--- config.mk ---
export PLATFORM = sky130hd
export DESIGN_NAME = rrf_rename_regfile
export DESIGN_NICKNAME = d
export VERILOG_FILES = /design/src/rtl/rrf_pkg.sv /design/src/rtl/rrf_tag_alloc.sv /design/src/rtl/rrf_arch_file.sv /design/src/rtl/rrf_entry.sv /design/src/rtl/rrf_read_port.sv /design/src/rtl/rrf_rename_regfile.sv
export SDC_FILE = /design/constraint.sdc
export NUM_CORES = 2
export LEC_CHECK = 0
export ABC_CLOCK_PERIOD_IN_PS = 18890
export BUFFER_PORTS_ARGS = -buffer_cell sky130_fd_sc_hd__buf_4
export CORE_ASPECT_RATIO = 1.4
export CORE_MARGIN = 2
export CORE_UTILIZATION = 60
export DETAILED_ROUTE_END_ITERATION = 8
export GPL_TIMING_DRIVEN = 0
export PLACE_DENSITY = 0.75
export SYNTH_ARGS = -nofsm -noshare
export SYNTH_HDL_FRONTEND = slang
export SYNTH_HIERARCHICAL = 1
export SYNTH_SLANG_ARGS = --single-unit
export TNS_END_PERCENT = 30
--- constraint.sdc ---
create_clock -name clk -period 18.89 [get_ports clk]
set_clock_uncertainty 0.2 [all_clocks]
set_input_delay 5.667 -clock clk [delete_from_list [all_inputs] [get_ports clk]]
set_output_delay 5.667 -clock clk [all_outputs]
set_load 0.02 [all_outputs]
--- src/rtl/rrf_pkg.sv ---
package rrf_pkg;
  localparam int unsigned RRF_NREG_DEF = 32;
  localparam int unsigned RRF_XLEN_DEF = 32;
  localparam int unsigned RRF_TAGW_DEF = 4;

  // What a source read resolves to
  typedef enum logic [1:0] {
    SRC_ZERO   = 2'd0,
    SRC_BYPASS = 2'd1,
    SRC_ENTRY  = 2'd2
  } rrf_src_e;
endpackage

--- src/rtl/rrf_tag_alloc.sv ---
module rrf_tag_alloc #(
  parameter int unsigned TAGW = 4
) (
  input  logic            clk,
  input  logic            rst_n,
  input  logic            alloc_i,
  input  logic            clear_i,
  output logic [TAGW-1:0] tag_o
);
  logic [TAGW-1:0] next_q;

  always_ff @(posedge clk) begin
    if (!rst_n || clear_i) next_q <= '0;
    else if (alloc_i)      next_q <= next_q + 1'b1;
  end

  assign tag_o = next_q;
endmodule

--- src/rtl/rrf_arch_file.sv ---
module rrf_arch_file #(
  parameter int unsigned NREG = 32,
  parameter int unsigned XLEN = 32,
  localparam int unsigned AW  = $clog2(NREG)
) (
  input  logic            clk,
  input  logic            rst_n,
  input  logic            wr_i,
  input  logic [AW-1:0]   wr_idx_i,
  input  logic [XLEN-1:0] wr_val_i,
  output logic [XLEN-1:0] view_o [NREG]
);
  logic [XLEN-1:0] arch_q [NREG];

  for (genvar g = 0; g < NREG; g++) begin : g_arch
    if (g == 0) begin : g_zero
      assign arch_q[g] = '0;
      assign view_o[g] = '0;
    end else begin : g_reg
      logic hit;
      assign hit = wr_i && (wr_idx_i == AW'(g));
      always_ff @(posedge clk) begin
        if (!rst_n)   arch_q[g] <= '0;
        else if (hit) arch_q[g] <= wr_val_i;
      end
      // restore view folds in a commit made in the same cycle
      assign view_o[g] = hit ? wr_val_i : arch_q[g];
    end
  end
endmodule

--- src/rtl/rrf_entry.sv ---
module rrf_entry #(
  parameter int unsigned XLEN = 32,
  parameter int unsigned TAGW = 4,
  localparam int unsigned PW  = (XLEN > TAGW) ? XLEN : TAGW
) (
  input  logic            clk,
  input  logic            rst_n,
  input  logic            flush_i,
  input  logic [XLEN-1:0] restore_i,
  input  logic            rename_i,
  input  logic [TAGW-1:0] new_tag_i,
  input  logic            wb_valid_i,
  input  logic [TAGW-1:0] wb_tag_i,
  input  logic [XLEN-1:0] wb_value_i,
  output logic            ready_o,
  output logic [XLEN-1:0] value_o,
  output logic [TAGW-1:0] tag_o
);
  logic          ready_q;
  logic [PW-1:0] payload_q;   // value when ready, tag when pending

  always_ff @(posedge clk) begin
    if (!rst_n) begin
      ready_q   <= 1'b1;
      payload_q <= '0;
    end else if (flush_i) begin
      ready_q   <= 1'b1;
      payload_q <= PW'(restore_i);
    end else if (rename_i) begin
      ready_q   <= 1'b0;
      payload_q <= PW'(new_tag_i);
    end else if (wb_valid_i && !ready_q && (payload_q[TAGW-1:0] == wb_tag_i)) begin
      ready_q   <= 1'b1;
      payload_q <= PW'(wb_value_i);
    end
  end

  assign ready_o = ready_q;
  assign value_o = payload_q[XLEN-1:0];
  assign tag_o   = payload_q[TAGW-1:0];
endmodule

--- src/rtl/rrf_read_port.sv ---
module rrf_read_port
  import rrf_pkg::*;
#(
  parameter int unsigned NREG = 32,
  parameter int unsigned XLEN = 32,
  parameter int unsigned TAGW = 4,
  localparam int unsigned AW  = $clog2(NREG)
) (
  input  logic [AW-1:0]   idx_i,
  input  logic            e_ready_i [NREG],
  input  logic [XLEN-1:0] e_value_i [NREG],
  input  logic [TAGW-1:0] e_tag_i   [NREG],
  input  logic            wb_valid_i,
  input  logic [TAGW-1:0] wb_tag_i,
  input  logic [XLEN-1:0] wb_value_i,
  output logic            ready_o,
  output logic [XLEN-1:0] value_o,
  output logic [TAGW-1:0] tag_o
);
  rrf_src_e src;
  logic     sel_ready;

  assign sel_ready = e_ready_i[idx_i];

  always_comb begin
    if (idx_i == '0)                                    src = SRC_ZERO;
    else if (!sel_ready && wb_valid_i &&
             (e_tag_i[idx_i] == wb_tag_i))              src = SRC_BYPASS;
    else                                                src = SRC_ENTRY;
  end

  always_comb begin
    tag_o = e_tag_i[idx_i];
    unique case (src)
      SRC_ZERO: begin
        ready_o = 1'b1;
        value_o = '0;
      end
      SRC_BYPASS: begin
        ready_o = 1'b1;
        value_o = wb_value_i;
      end
      default: begin
        ready_o = sel_ready;
        value_o = e_value_i[idx_i];
      end
    endcase
  end
endmodule

--- src/rtl/rrf_rename_regfile.sv ---
module rrf_rename_regfile
  import rrf_pkg::*;
#(
  parameter int unsigned NREG = RRF_NREG_DEF,
  parameter int unsigned XLEN = RRF_XLEN_DEF,
  parameter int unsigned TAGW = RRF_TAGW_DEF,
  localparam int unsigned AW  = $clog2(NREG)
) (
  input  logic            clk,
  input  logic            rst_n,
  input  logic            dec_valid,
  output logic            dec_ready,
  input  logic [AW-1:0]   dec_rs1,
  input  logic [AW-1:0]   dec_rs2,
  input  logic [AW-1:0]   dec_rd,
  input  logic            dec_rd_en,
  output logic [TAGW-1:0] dec_tag,
  output logic            src1_ready,
  output logic [XLEN-1:0] src1_value,
  output logic [TAGW-1:0] src1_tag,
  output logic            src2_ready,
  output logic [XLEN-1:0] src2_value,
  output logic [TAGW-1:0] src2_tag,
  input  logic            wb_valid,
  input  logic [TAGW-1:0] wb_tag,
  input  logic [XLEN-1:0] wb_value,
  input  logic            commit_valid,
  input  logic [AW-1:0]   commit_rd,
  input  logic [XLEN-1:0] commit_value,
  input  logic            flush
);
  logic            dec_fire;
  logic            do_rename;
  logic            wb_live;
  logic [XLEN-1:0] arch_view [NREG];
  logic            e_ready   [NREG];
  logic [XLEN-1:0] e_value   [NREG];
  logic [TAGW-1:0] e_tag     [NREG];

  assign dec_ready = !flush;
  assign dec_fire  = dec_valid && dec_ready;
  assign do_rename = dec_fire && dec_rd_en && (dec_rd != '0);
  assign wb_live   = wb_valid && !flush;

  rrf_tag_alloc #(.TAGW(TAGW)) u_alloc (
    .clk     (clk),
    .rst_n   (rst_n),
    .alloc_i (do_rename),
    .clear_i (flush),
    .tag_o   (dec_tag)
  );

  rrf_arch_file #(.NREG(NREG), .XLEN(XLEN)) u_arch (
    .clk      (clk),
    .rst_n    (rst_n),
    .wr_i     (commit_valid),
    .wr_idx_i (commit_rd),
    .wr_val_i (commit_value),
    .view_o   (arch_view)
  );

  for (genvar g = 0; g < NREG; g++) begin : g_ent
    rrf_entry #(.XLEN(XLEN), .TAGW(TAGW)) u_ent (
      .clk        (clk),
      .rst_n      (rst_n),
      .flush_i    (flush),
      .restore_i  (arch_view[g]),
      .rename_i   (do_rename && (dec_rd == AW'(g))),
      .new_tag_i  (dec_tag),
      .wb_valid_i (wb_live),
      .wb_tag_i   (wb_tag),
      .wb_value_i (wb_value),
      .ready_o    (e_ready[g]),
      .value_o    (e_value[g]),
      .tag_o      (e_tag[g])
    );
  end

  logic [AW-1:0]   rd_idx   [2];
  logic            rd_ready [2];
  logic [XLEN-1:0] rd_value [2];
  logic [TAGW-1:0] rd_tag   [2];

  assign rd_idx[0] = dec_rs1;
  assign rd_idx[1] = dec_rs2;

  for (genvar p = 0; p < 2; p++) begin : g_rp
    rrf_read_port #(.NREG(NREG), .XLEN(XLEN), .TAGW(TAGW)) u_rp (
      .idx_i      (rd_idx[p]),
      .e_ready_i  (e_ready),
      .e_value_i  (e_value),
      .e_tag_i    (e_tag),
      .wb_valid_i (wb_live),
      .wb_tag_i   (wb_tag),
      .wb_value_i (wb_value),
      .ready_o    (rd_ready[p]),
      .value_o    (rd_value[p]),
      .tag_o      (rd_tag[p])
    );
  end

  assign src1_ready = rd_ready[0];
  assign src1_value = rd_value[0];
  assign src1_tag   = rd_tag[0];
  assign src2_ready = rd_ready[1];
  assign src2_value = rd_value[1];
  assign src2_tag   = rd_tag[1];
endmodule

==> results of run 1 <==
==> metal layers <==
layer  GRT overflow  global-route usage, %
met1             56                   80.9
met2           1272                   94.8
met3             69                   70.5
met4            909                   81.1
met5              4                   47.5
==> metrics by stage <==
stage          std cells  utilization [%]
2_1_floorplan      12494                -
3_3_place_gp       15477             62.6
3_5_place_dp       15512             63.1
4_1_cts            15896             66.7
==> cell families after synthesis <==
kind of cell	count (synthesis)	synth area share, %
flops	2052	32.6
other cells	2	0.00595
buf+inv	1430	6.34
xor+xnor	131	0.909
fa+ha+maj	1	0.00992
mux	3938	39.6
simple gates	3678	12.4
compound gates	1231	8.15
==> cells in the mapped netlist (20+ instances only) <==
master	number	area (µm²)
clkbuf_1	624	2340
o21ai_0	228	1140
mux2_1	28	315
a22o_1	832	7290
a211oi_2	58	726
buf_2	350	1750
buf_1	26	97.6
xor2_1	130	1140
a21boi_4	32	601
nor3_1	76	380
dfxtp_1	2052	41100
nor3_2	45	450
nor2_8	32	641
nor2b_1	41	257
nand2_1	3271	12300
nor3b_2	32	400
mux2_4	84	1260
mux2i_1	2224	22300
mux2_2	880	9910
buf_4	270	2030
nand2_2	20	125
nand2b_1	74	463
a21oi_1	33	165
mux4_2	722	16300
buf_6	157	1770
==> impl_metrics.yaml, run 1 <==
grt:
  grt_use_total_pct: 81.7
  grt_pass1_wl_um: 1240000
  grt_start_max_net_pins: 52
  grt_pass1_vias: 132743
  grt_overflow: 2310
clocking:
  h-tree-depth: 4
  clock-sinks: 2052
  cts_made_buffers: 213
  ctsResizeCount: 0
  clockBufferDepth: 4
  postCtsSetupBuffers: 0
  cts.root.buffer_cell: "clkbuf_16"
  ctsHoldBuffers: 0
status:
  haltStage: "5_1_grt"
  status: "stopped before the end"
  error: "[ERROR GRT-0116] Global routing finished with congestion. Check the congestion regions in the DRC Viewer."
place:
  dp_hpwl_um: 569000
  placed_area_um2: 132000
  io_buffers: 169
  pre_cts_ws_ns: 1.63
  place.gp.congestion: 1.25
synth:
  syn_avg_cell_area_um2: 10.1
  yosysSeqAreaShare_pct: 32.6
  synth_edf_count: 0
  synth-seq-cells: 2052
  syn_inst: 12463
  netlist_area_um2: 126000
  synth_cell_types: 60
  ys_warn_count: 6
  synth_top_flop_cell: "dfxtp_1"
  async_flop_share_pct: 0
die:
  die_x_um: 392
  start_util_pct: 60.2
  die_h_um: 547
  num_rows: 199
  ios: 174
==> run 2: changes to the inputs <==
--- a/config.mk
+++ b/config.mk
@@ -7,12 +7,11 @@
 export LEC_CHECK = 0
 export ABC_CLOCK_PERIOD_IN_PS = 18890
 export BUFFER_PORTS_ARGS = -buffer_cell sky130_fd_sc_hd__buf_4
-export CORE_ASPECT_RATIO = 1.4
 export CORE_MARGIN = 2
-export CORE_UTILIZATION = 60
+export CORE_UTILIZATION = 40
 export DETAILED_ROUTE_END_ITERATION = 8
 export GPL_TIMING_DRIVEN = 0
-export PLACE_DENSITY = 0.75
+export PLACE_DENSITY_LB_ADDON = 0.15
 export SYNTH_ARGS = -nofsm -noshare
 export SYNTH_HDL_FRONTEND = slang
 export SYNTH_HIERARCHICAL = 1
==> impl_metrics.yaml, run 2 <==
synth:
  yosysSeqAreaShare_pct: 32.6
  syn_avg_cell_area_um2: 10.1
  ys_top_cells_by_area: "dfxtp_1 (33%), mux2i_1 (18%), mux4_2 (13%), nand2_1 (9.7%), mux2_2 (7.9%)"
  ys_top_cells_by_count: "nand2_1 (3271), mux2i_1 (2224), dfxtp_1 (2052), mux2_2 (880), a22o_1 (832)"
  netlist_area_um2: 126000
  synth-seq-cells: 2052
  yosysMostFrequentCell: "nand2_1"
  ys_warn_count: 6
  synth_top_area_cell: "dfxtp_1"
  synth_edf_count: 0
  synth_top_area_share_pct: 32.6
  synth_cell_types: 60
  syn_inst: 12463
  synth_top_flop_cell: "dfxtp_1"
  async_flop_share_pct: 0
grt:
  antenna_found_initial: 133
  grt_use_total_pct: 50.7
  grt_start_max_net_pins: 47
  grt_pass1_wl_um: 1060000
  grt_pass1_vias: 105553
  grt_overflow: 0
clocking:
  clk_pin_slew_ns: 0.06
  ctsResizeCount: 0
  clk_latency_ns: 0.93
  ctsHoldBuffers: 0
  postCtsSetupBuffers: 0
  h-tree-depth: 5
  cts_made_buffers: 263
  clockBufferDepth: 4
  cts.root.buffer_cell: "clkbuf_16"
  cts_tree: "done"
  clock-sinks: 2052
die:
  die_x_um: 566
  die_h_um: 566
  dieArea_um2: 320000
  num_rows: 206
  ios: 174
  core_area_um2: 314000
  start_util_pct: 40.1
sta:
  rsz0062_at_grt: "false"
  hold_viol_final: 0
  setup_viol: 0
  period_share_pct: 96.5
  setup_tns_ns: 0
  worst_pin_slew_ns: 1.84
  finalWorstSetupSlack_ns: 0.652
  clock.fmax_mhz: 54.8
  period_minus_slack_ns: 18.24
  slew_headroom_pct: -22.5
  final_max_slew_viol_count: 370
worst_setup_path:
  cp_slowest_cell: "mux2i_1"
  crit_path_frequent_cell: "buf_2"
  cp.arrival_ns: 12.37
  crit_chain: "buf_2 -> buf_4 -> buf_2 -> buf_2 -> buf_1 -> clkbuf_1 -> mux4_2 -> mux4_2 -> mux2i_1 -> a211oi_2 -> buf_4"
  start_kind: "input port"
  worst_setup_path_end_kind: "primary output"
  max_stage_delay_ns: 1.24
  reg2reg_slack_ns: 16.34
  critPathKind: "in -> out"
  cp_max_fo: 11
  required_ns: 13.02
route:
  vias_per_cell: 6.79
  drtPass1Iterations: 7
  ant_nets: 0
  drc: 0
  via_count: 118470
  wire_per_inst_um: 48.0
  drtIter0Drc: 19892
  routed_wirelength_um: 838000
job:
  drv_cap: 28
finish:
  n_fill_cell: 30322
  area_growth_pct: 13.4
  final_common_cell: "nand2_1"
  post_route_cells_drive_above_1_share_pct: 26.4
  largest_reg_flops: 1024
  mostFrequentLayoutCells: "nand2_1 (3271), mux2i_1 (2221), dfxtp_1 (2048), mux2_2 (880), a22o_1 (832)"
  fin_nets: 13077
power_and_ir_drop:
  irDropWorstVdd_v: 0.0000723
  total_power_mw: 12.0
  power.density_nw_per_um2: 83.8
  p_leak_nw: 62.1
place:
  place.gp.congestion: 1.11
  pre_cts_ws_ns: 1.04
  io_buffers: 169
  dp_hpwl_um: 652000
status:
  violations: "max-capacitance violations, max-slew violations"
  status: "finished, violations left"
hold_path:
  min_path_type: "reg -> reg"
-- run 2: kinds of logic after synthesis --
| kind of cell | Yosys count | synth area share (%) |
|---|---|---|
| buffers and inverters | 1430 | 6.34 |
| DFF | 2052 | 32.6 |
| adders and majority gates | 1 | 0.00992 |
| other | 2 | 0.00595 |
| xor gates and xnor gates | 131 | 0.909 |
| and+or+nand+nor | 3678 | 12.4 |
| muxes | 3938 | 39.6 |
| AOI/OAI and AO/OA | 1231 | 8.15 |
-- run 2: final timing paths --
path | from | end | cells after the start
min reg2reg | u_arch/arch_q[109]$_SDFF_PN0_ | u_arch/arch_q[109]$_SDFF_PN0_ | 2
max | dec_rs1[1] | src1_value[0] | 11
min | u_arch/arch_q[109]$_SDFF_PN0_ | u_arch/arch_q[109]$_SDFF_PN0_ | 2
max reg2reg | g_ent[26].u_ent/value_o[1]$_SDFFE_PN0P_ | g_ent[26].u_ent/value_o[7]$_SDFFE_PN0P_ | 5
-- run 2: cell type report --
class / count / area, µm² / share of cell area (%)
buffer: 1427 / 8160 / 5.70
tap: 4160 / 5200 / 3.64
clock inverter: 71 / 871 / 0.609
timing repair buffer: 222 / 2420 / 1.69
antenna: 128 / 320 / 0.224
multi-input combinational: 9012 / 77300 / 54.0
inverter: 3 / 11.3 / 0.00787
clock buffer: 381 / 7740 / 5.41
sequential: 2052 / 41100 / 28.7
-- run 2: per-stage QoR --
stage / utilization, % / cell area, µm² / std cells / hold slack (ns)
2_1_floorplan: - / 126000 / 12494 / 0.232
3_3_place_gp: 42.2 / 133000 / 16823 / 0.238
3_5_place_dp: 42.7 / 134000 / 16876 / 0.247
4_1_cts: 45.4 / 143000 / 17328 / 0.256
5_1_grt: 45.4 / 143000 / 17364 / 0.265
6_report: 45.5 / 143000 / 17456 / 0.256
-- run 2: power breakdown --
part | total (mW) | internal [mW] | leakage (nW) | switching [mW]
Combinational | 2.14 | 0.613 | 41.2 | 1.53
Sequential | 4.60 | 4.44 | 16.7 | 0.161
Clock | 5.24 | 3.05 | 4.25 | 2.19
Total | 12.0 | 8.11 | 62.1 | 3.88
-- run 2: per-layer routing --
metal | routed length [µm] | up-vias | global-route usage, %
met3 | 128000 | 2175 | 24.6
li1 | - | 45656 | -
met1 | 327000 | 60777 | 64.9
met4 | 70600 | 42 | 36.1
met5 | 1390 | - | 2.11
met2 | 311000 | 9820 | 65.0
-- run 2: critical path: cells and delay by family --
family	cells	cell delay, ns
buffers and inverters	7	3.97
muxes	3	2.38
AOI/OAI and AO/OA	1	0.21
(Power assumes the default switching activity.)
